==> src/rtl/rrc_pkg.sv <==
package rrc_pkg;

    localparam int OSR    = 8;
    localparam int SPAN   = 8;
    localparam int COEF_W = 12;
    localparam int TAP_W  = $clog2(SPAN);
    localparam int PH_W   = $clog2(OSR);
    localparam int IDX_W  = TAP_W + PH_W;

    typedef enum logic [1:0] {
        ST_IDLE = 2'd0,
        ST_MAC  = 2'd1,
        ST_EMIT = 2'd2
    } rrc_state_e;

    // Symmetric table: fold the 64-tap index onto the 32 unique values,
    // entry 0 being the tap nearest the centre of the response.
    function automatic logic signed [COEF_W-1:0] rrc_coef(input logic [IDX_W-1:0] idx);
        logic [IDX_W-2:0] f;
        f = idx[IDX_W-1] ? idx[IDX_W-2:0] : ~idx[IDX_W-2:0];
        unique case (f)
            5'd0:  return  12'sd1802;
            5'd1:  return  12'sd1669;
            5'd2:  return  12'sd1425;
            5'd3:  return  12'sd1102;
            5'd4:  return  12'sd747;
            5'd5:  return  12'sd405;
            5'd6:  return  12'sd114;
            5'd7:  return -12'sd97;
            5'd8:  return -12'sd220;
            5'd9:  return -12'sd258;
            5'd10: return -12'sd230;
            5'd11: return -12'sd161;
            5'd12: return -12'sd78;
            5'd13: return -12'sd4;
            5'd14: return  12'sd47;
            5'd15: return  12'sd68;
            5'd16: return  12'sd62;
            5'd17: return  12'sd39;
            5'd18: return  12'sd10;
            5'd19: return -12'sd15;
            5'd20: return -12'sd29;
            5'd21: return -12'sd30;
            5'd22: return -12'sd20;
            5'd23: return -12'sd4;
            5'd24: return  12'sd13;
            5'd25: return  12'sd24;
            5'd26: return  12'sd27;
            5'd27: return  12'sd22;
            5'd28: return  12'sd11;
            5'd29: return -12'sd1;
            5'd30: return -12'sd11;
            5'd31: return -12'sd16;
            default: return '0;
        endcase
    endfunction

endpackage

==> src/rtl/rrc_ctrl.sv <==
module rrc_ctrl
    import rrc_pkg::*;
(
    input  logic             clk,
    input  logic             rst_n,
    input  logic             sym_stb,
    output logic             shift_en,
    output logic             acc_en,
    output logic             emit,
    output logic [TAP_W-1:0] tap,
    output logic [PH_W-1:0]  phase
);

    rrc_state_e state, nstate;

    // State register
    always_ff @(posedge clk or negedge rst_n) begin
        if (!rst_n) state <= ST_IDLE;
        else        state <= nstate;
    end

    // Next state and strobes
    always_comb begin
        nstate   = state;
        shift_en = 1'b0;
        acc_en   = 1'b0;
        emit     = 1'b0;
        unique case (state)
            ST_IDLE: begin
                if (sym_stb) begin
                    shift_en = 1'b1;
                    nstate   = ST_MAC;
                end
            end
            ST_MAC: begin
                acc_en = 1'b1;
                if (tap == TAP_W'(SPAN-1)) nstate = ST_EMIT;
            end
            ST_EMIT: begin
                emit   = 1'b1;
                nstate = (phase == PH_W'(OSR-1)) ? ST_IDLE : ST_MAC;
            end
            default: nstate = ST_IDLE;
        endcase
    end

    // Tap and phase counters
    always_ff @(posedge clk or negedge rst_n) begin
        if (!rst_n) begin
            tap   <= '0;
            phase <= '0;
        end else begin
            if (shift_en) begin
                tap   <= '0;
                phase <= '0;
            end
            if (acc_en)
                tap <= (tap == TAP_W'(SPAN-1)) ? '0 : tap + TAP_W'(1);
            if (emit)
                phase <= (phase == PH_W'(OSR-1)) ? '0 : phase + PH_W'(1);
        end
    end

    assert_start_R2: assert property (@(posedge clk) disable iff (!rst_n)
        shift_en |=> (state == ST_MAC && tap == '0 && phase == '0));

    assert_burst_end_R2: assert property (@(posedge clk) disable iff (!rst_n)
        (state == ST_EMIT && phase == PH_W'(OSR-1)) |=> (state == ST_IDLE));

    assert_pulse_gap_R6: assert property (@(posedge clk) disable iff (!rst_n)
        emit |=> !emit);

    assert_tap_walk_R7: assert property (@(posedge clk) disable iff (!rst_n)
        (state == ST_MAC && tap != TAP_W'(SPAN-1))
            |=> (state == ST_MAC && tap == $past(tap) + TAP_W'(1)));

endmodule

==> src/rtl/rrc_mac.sv <==
module rrc_mac
    import rrc_pkg::*;
#(
    parameter int IN_W  = 4,
    parameter int OUT_W = 10,
    parameter int SHIFT = 5
) (
    input  logic                     clk,
    input  logic                     rst_n,
    input  logic                     shift_en,
    input  logic                     acc_en,
    input  logic                     emit,
    input  logic signed [IN_W-1:0]   sym,
    input  logic [TAP_W-1:0]         tap,
    input  logic signed [COEF_W-1:0] coef,
    output logic signed [OUT_W-1:0]  y
);

    localparam int PROD_W = IN_W + COEF_W;
    localparam int ACC_W  = PROD_W + TAP_W;
    localparam logic signed [ACC_W-1:0] RND_K  = ACC_W'(2**(SHIFT-1));
    localparam logic signed [ACC_W-1:0] SAT_HI = ACC_W'(2**(OUT_W-1) - 1);
    localparam logic signed [ACC_W-1:0] SAT_LO = ~SAT_HI;

    logic signed [IN_W-1:0]   hist [SPAN];
    logic signed [ACC_W-1:0]  acc;
    logic signed [PROD_W-1:0] prod;
    logic signed [ACC_W-1:0]  rnd, shf;
    logic signed [OUT_W-1:0]  y_nxt;

    assign prod = hist[tap] * coef;

    always_comb begin
        rnd = acc + RND_K;
        shf = rnd >>> SHIFT;
        if (shf > SAT_HI)      y_nxt = SAT_HI[OUT_W-1:0];
        else if (shf < SAT_LO) y_nxt = SAT_LO[OUT_W-1:0];
        else                   y_nxt = shf[OUT_W-1:0];
    end

    always_ff @(posedge clk or negedge rst_n) begin
        if (!rst_n) begin
            for (int s = 0; s < SPAN; s++) hist[s] <= '0;
            acc <= '0;
            y   <= '0;
        end else begin
            if (shift_en) begin
                hist[0] <= sym;
                for (int s = 1; s < SPAN; s++) hist[s] <= hist[s-1];
            end
            if (shift_en || emit) acc <= '0;
            else if (acc_en)      acc <= acc + ACC_W'(prod);
            if (emit) y <= y_nxt;
        end
    end

    assert_acc_restart_R3: assert property (@(posedge clk) disable iff (!rst_n)
        (shift_en || emit) |=> (acc == '0));

    assert_hold_R6: assert property (@(posedge clk) disable iff (!rst_n)
        !emit |=> $stable(y));

endmodule

==> src/rtl/rrc_interp.sv <==
module rrc_interp
    import rrc_pkg::*;
#(
    parameter int IN_W  = 4,
    parameter int OUT_W = 10,
    parameter int SHIFT = 5
) (
    input  logic                    clk,
    input  logic                    rst_n,
    input  logic                    sym_stb,
    input  logic signed [IN_W-1:0]  sym_i,
    input  logic signed [IN_W-1:0]  sym_q,
    output logic                    smp_valid,
    output logic signed [OUT_W-1:0] smp_i,
    output logic signed [OUT_W-1:0] smp_q
);

    localparam int NCH = 2;

    logic                     shift_en, acc_en, emit;
    logic [TAP_W-1:0]         tap;
    logic [PH_W-1:0]          phase;
    logic signed [COEF_W-1:0] coef;
    logic signed [IN_W-1:0]   ch_in  [NCH];
    logic signed [OUT_W-1:0]  ch_out [NCH];

    assign ch_in[0] = sym_i;
    assign ch_in[1] = sym_q;
    assign coef     = rrc_coef({tap, phase});

    rrc_ctrl u_ctrl (
        .clk      (clk),
        .rst_n    (rst_n),
        .sym_stb  (sym_stb),
        .shift_en (shift_en),
        .acc_en   (acc_en),
        .emit     (emit),
        .tap      (tap),
        .phase    (phase)
    );

    for (genvar c = 0; c < NCH; c++) begin : g_ch
        rrc_mac #(.IN_W(IN_W), .OUT_W(OUT_W), .SHIFT(SHIFT)) u_mac (
            .clk      (clk),
            .rst_n    (rst_n),
            .shift_en (shift_en),
            .acc_en   (acc_en),
            .emit     (emit),
            .sym      (ch_in[c]),
            .tap      (tap),
            .coef     (coef),
            .y        (ch_out[c])
        );
    end

    always_ff @(posedge clk or negedge rst_n) begin
        if (!rst_n) smp_valid <= 1'b0;
        else        smp_valid <= emit;
    end

    assign smp_i = ch_out[0];
    assign smp_q = ch_out[1];

endmodule

==> config.mk <==
export PLATFORM = sky130hd
export DESIGN_NAME = rrc_interp
export DESIGN_NICKNAME = d
export VERILOG_FILES = /design/src/rtl/rrc_pkg.sv /design/src/rtl/rrc_ctrl.sv /design/src/rtl/rrc_mac.sv /design/src/rtl/rrc_interp.sv
export SDC_FILE = /design/constraint.sdc
export NUM_CORES = 1
export LEC_CHECK = 0
export ABC_AREA = 1
export BUFFER_PORTS_ARGS = -buffer_cell sky130_fd_sc_hd__buf_2
export CELL_PAD_IN_SITES_DETAIL_PLACEMENT = 0
export CELL_PAD_IN_SITES_GLOBAL_PLACEMENT = 2
export CORE_ASPECT_RATIO = 2
export CORE_MARGIN = 4
export CORE_UTILIZATION = 42
export CTS_BUF_LIST = sky130_fd_sc_hd__clkbuf_8
export DETAILED_ROUTE_END_ITERATION = 12
export MAX_ROUTING_LAYER = met4
export PLACE_DENSITY = 0.95
export SETUP_SLACK_MARGIN = 0.2
export SYNTH_ARGS = -nofsm -noshare
export SYNTH_HDL_FRONTEND = slang
export SYNTH_SLANG_ARGS = --single-unit
==> constraint.sdc <==
create_clock -name clk -period 10 [get_ports clk]
set_input_delay 0.5 -clock clk [delete_from_list [all_inputs] [get_ports clk]]
set_output_delay 0.5 -clock clk [all_outputs]
set_load 0.05 [all_outputs]
==> flow_summary.yaml <==
run_status:
  status: "complete, no violations"
floorplanning:
  start_util_pct: 42.8
  num_rows: 87
  dieArea_um2: 31900
  io_pins: 32
  coreArea_um2: 28400
  die_h_um: 249
  die_w_um: 128
cts:
  clk_pin_slew_ns: 0.09
  clock-sinks: 131
  cts_buffer_depth: 2
  cts_tree: "done"
  htreeDepth: 4
  post_cts_resized: 0
  cts_hold_buf: 0
  clkLatencyLatePin_ns: 0.51
  cts_root_buf: "clkbuf_8"
  numCtsBuffers: 17
  postCtsSetupBuffers: 0
synth:
  synth_seq_area_share_pct: 26.9
  synth_seq_cells: 131
  syn_area_per_cell_um2: 7.55
  ys.flop_type: "dfrtp_1"
  synth.distinct_cells: 50
  synth_edf_count: 0
  synthArstFlopShare_pct: 100
  yosys_warnings: 0
  syn_nets: 1805
  synth_area_um2: 12200
  synthCells: 1613
cells_and_area:
  drive_above_1_share_pct: 8.87
  area.growth.synth_to_final_pct: 6.82
  fillers: 2898
  diodes: 0
  ff_latch_area_um2: 3280
  multi_input_area_um2: 7580
  layout.nets: 1815
worst_setup_path:
  critical_path_peak_fanout: 12
  critPathLaunchType: "flip-flop"
  ff2ff_path_depth: 23
  path_cells: "xor2_4, inv_4, ha_1, or2_2, nand3_1, o211ai_1, nand2_1, inv_2, nor2_1, fa_1, fa_1, inv_1, fa_1, inv_1, ha_1, a21oi_1, nand2_1, nand3_1, nand3_1, a21oi_1, nand3_1, nand3_1, nand2_1"
  critPathKind: "flip-flop to flip-flop"
  crit_family: "adder cells"
  timing.rr.end: "g_ch[0].u_mac.acc[18]$_DFFE_PN0P_"
  critPathBufInv: 4
  worstReg2RegStart: "u_ctrl.tap[2]$_DFFE_PN0P_"
  critPathMaxStageDelay_ns: 0.78
  reg2reg_slack_ns: 4.14
  arrival_ns: 6.27
  endpoint_kind: "flip-flop"
  crit_top_cell: "nand3_1"
  required_ns: 10.40
  slowest_stage: "dfrtp_1"
timing:
  slew_headroom_pct: 35.7
  timing.fmax_mhz: 171
  worst_slew_pin_slew_ns: 0.965
  rsz0062_at_grt: "false"
  period_share_pct: 58.6
  slew_violations: 0
  clock_skew_ns: 0.0177
  setup_viol: 0
  setup_tns_ns: 0
  fin_crit_ns: 5.86
  hold_violations: 0
  finalWorstSetupSlack_ns: 4.14
detailed_routing:
  routed-via-count: 10200
  finalWirelength_um: 32800
  dr.pass1.iters: 5
  vias_per_cell: 5.10
  wire_per_inst_um: 16.5
  drtIter0Drc: 379
  route.detailed.drc: 0
  antenna_left: 0
place:
  pre_cts_ws_ns: 4.14
  portBuffers: 31
  gp_congestion: 0.970
  dp_hpwl_um: 25900
global_route:
  grt_pass1_vias: 10600
  grt_start_max_net_pins: 71
  gr-total-overflow: 0
  antenna_found_initial: 1
  grt_pass1_wl_um: 53900
  grt_usage_pct: 22.1
run:
  maxCapViolCount: 0
worst_hold_path:
  worstHoldPathType: "input port to asynchronous set/reset pin"
flip-flops by register name, indices dropped and copies added, names as in the netlist:
signal and flops:
g_ch.u_mac.acc 38, g_ch.u_mac.hist 64, g_ch.u_mac.y 20, smp_valid 1, u_ctrl.phase 3, u_ctrl.state 2, u_ctrl.tap 3
worst max path at each step:
stage / start / slack (ns) / end / cells past startpoint
final: u_ctrl.tap[2]$_DFFE_PN0P_ / 4.14 / g_ch[0].u_mac.acc[18]$_DFFE_PN0P_ / 23
after global routing: u_ctrl.tap[2]$_DFFE_PN0P_ / 3.76 / g_ch[0].u_mac.acc[18]$_DFFE_PN0P_ / 23
after global placement: u_ctrl.tap[2]$_DFFE_PN0P_ / 4.20 / g_ch[0].u_mac.acc[18]$_DFFE_PN0P_ / 23
after floorplan: u_ctrl.tap[2]$_DFFE_PN0P_ / 5.13 / g_ch[1].u_mac.acc[18]$_DFFE_PN0P_ / 24
after detailed placement: u_ctrl.tap[2]$_DFFE_PN0P_ / 4.14 / g_ch[0].u_mac.acc[18]$_DFFE_PN0P_ / 23
after CTS: u_ctrl.tap[2]$_DFFE_PN0P_ / 4.11 / g_ch[0].u_mac.acc[18]$_DFFE_PN0P_ / 23
worst reg2reg max path, delay by kind of cell, from the launching register on:
kind | cells | cell delay (ns)
adder cells (fa/ha/maj) | 5 | 2.22
flip-flops | 1 | 0.78
XOR/XNOR | 1 | 0.36
AND/OR/NAND/NOR | 10 | 1.51
buffers and inverters | 4 | 0.35
AO/OA/AOI/OAI | 3 | 0.54
cells in the mapped netlist (3+ instances only):
cell type / count / share of area (%)
nand2_1: 404 / 12
inv_1: 269 / 8.3
nor2_1: 153 / 4.7
dfrtp_1: 131 / 27
o21ai_0: 124 / 5.1
ha_1: 91 / 9.4
fa_1: 90 / 15
a21oi_1: 77 / 3.2
nand3_1: 65 / 2.7
clkbuf_1: 18 / 0.56
xor2_1: 18 / 1.3
buf_2: 16 / 0.66
inv_2: 14 / 0.43
nor2_2: 14 / 0.72
o21ai_1: 13 / 0.53
nand2_2: 11 / 0.57
a21oi_2: 10 / 0.72
o211ai_1: 9 / 0.56
nand4_1: 8 / 0.41
a22o_1: 7 / 0.50
buf_4: 7 / 0.43
nand2_4: 6 / 0.56
nor3_1: 5 / 0.21
o22ai_1: 5 / 0.26
xnor2_1: 5 / 0.36
nand3b_1: 4 / 0.25
or2_2: 4 / 0.21
buf_6: 3 / 0.28
inv_4: 3 / 0.15
o211ai_2: 3 / 0.31
cell families (layout without fill, tap and decap cells):
| group | count (synthesis) | in the layout | synth area share [%] |
|---|---|---|---|
| and+or+nand+nor | 681 | 681 | 23.4 |
| muxes | 1 | 1 | 0.0822 |
| buffers and inverters | 333 | 355 | 10.9 |
| xor gates and xnor gates | 26 | 26 | 2.33 |
| AOI/OAI and AO/OA | 260 | 260 | 12.2 |
| adders and majority gates | 181 | 181 | 24.2 |
| DFF | 131 | 131 | 26.9 |
layout make-up:
class	instances	area share (%)
well taps	356	3.43
clock buffers	18	1.91
flip-flops and latches	131	25.2
clock inverters	13	1.25
multi-input cells	1149	58.3
inverters	287	8.34
repair buffers	37	1.59
metal layers:
metal  vias to the layer above  GRT usage [%]  wire length [µm]
met2                       156           42.6             19100
met4                         0           10.6              1530
met3                        77           2.53               696
met1                      4884           21.1             11500
met5                         -              -                 0
li1                       5047              -                 -
metrics by stage:
step / utilization [%] / cells / area, µm² / hold slack, ns
4_1_cts: 45.8 / 1991 / 13000 / 0.0105
5_1_grt: 45.8 / 1991 / 13000 / 0.0407
3_5_place_dp: 44.3 / 1960 / 12600 / 0.459
2_1_floorplan: - / 1613 / 12200 / 0.204
6_report: 45.8 / 1991 / 13000 / 0.0145
3_3_place_gp: 44.3 / 1960 / 12600 / 0.456
layout by cell type, fill, tap and decap left out, drive strengths merged, types with 12 or more instances in the layout:
cell / count
o211ai: 12
a21oi: 89
nand2: 421
xor2: 19
nor2: 169
clkbuf: 18
o21ai: 138
inv: 289
ha: 91
dfrtp: 131
fa: 90
nand3: 66
buf: 37
Power is not shown: default switching activity piles up to over one toggle a cycle in this logic, so the estimate is an artifact.
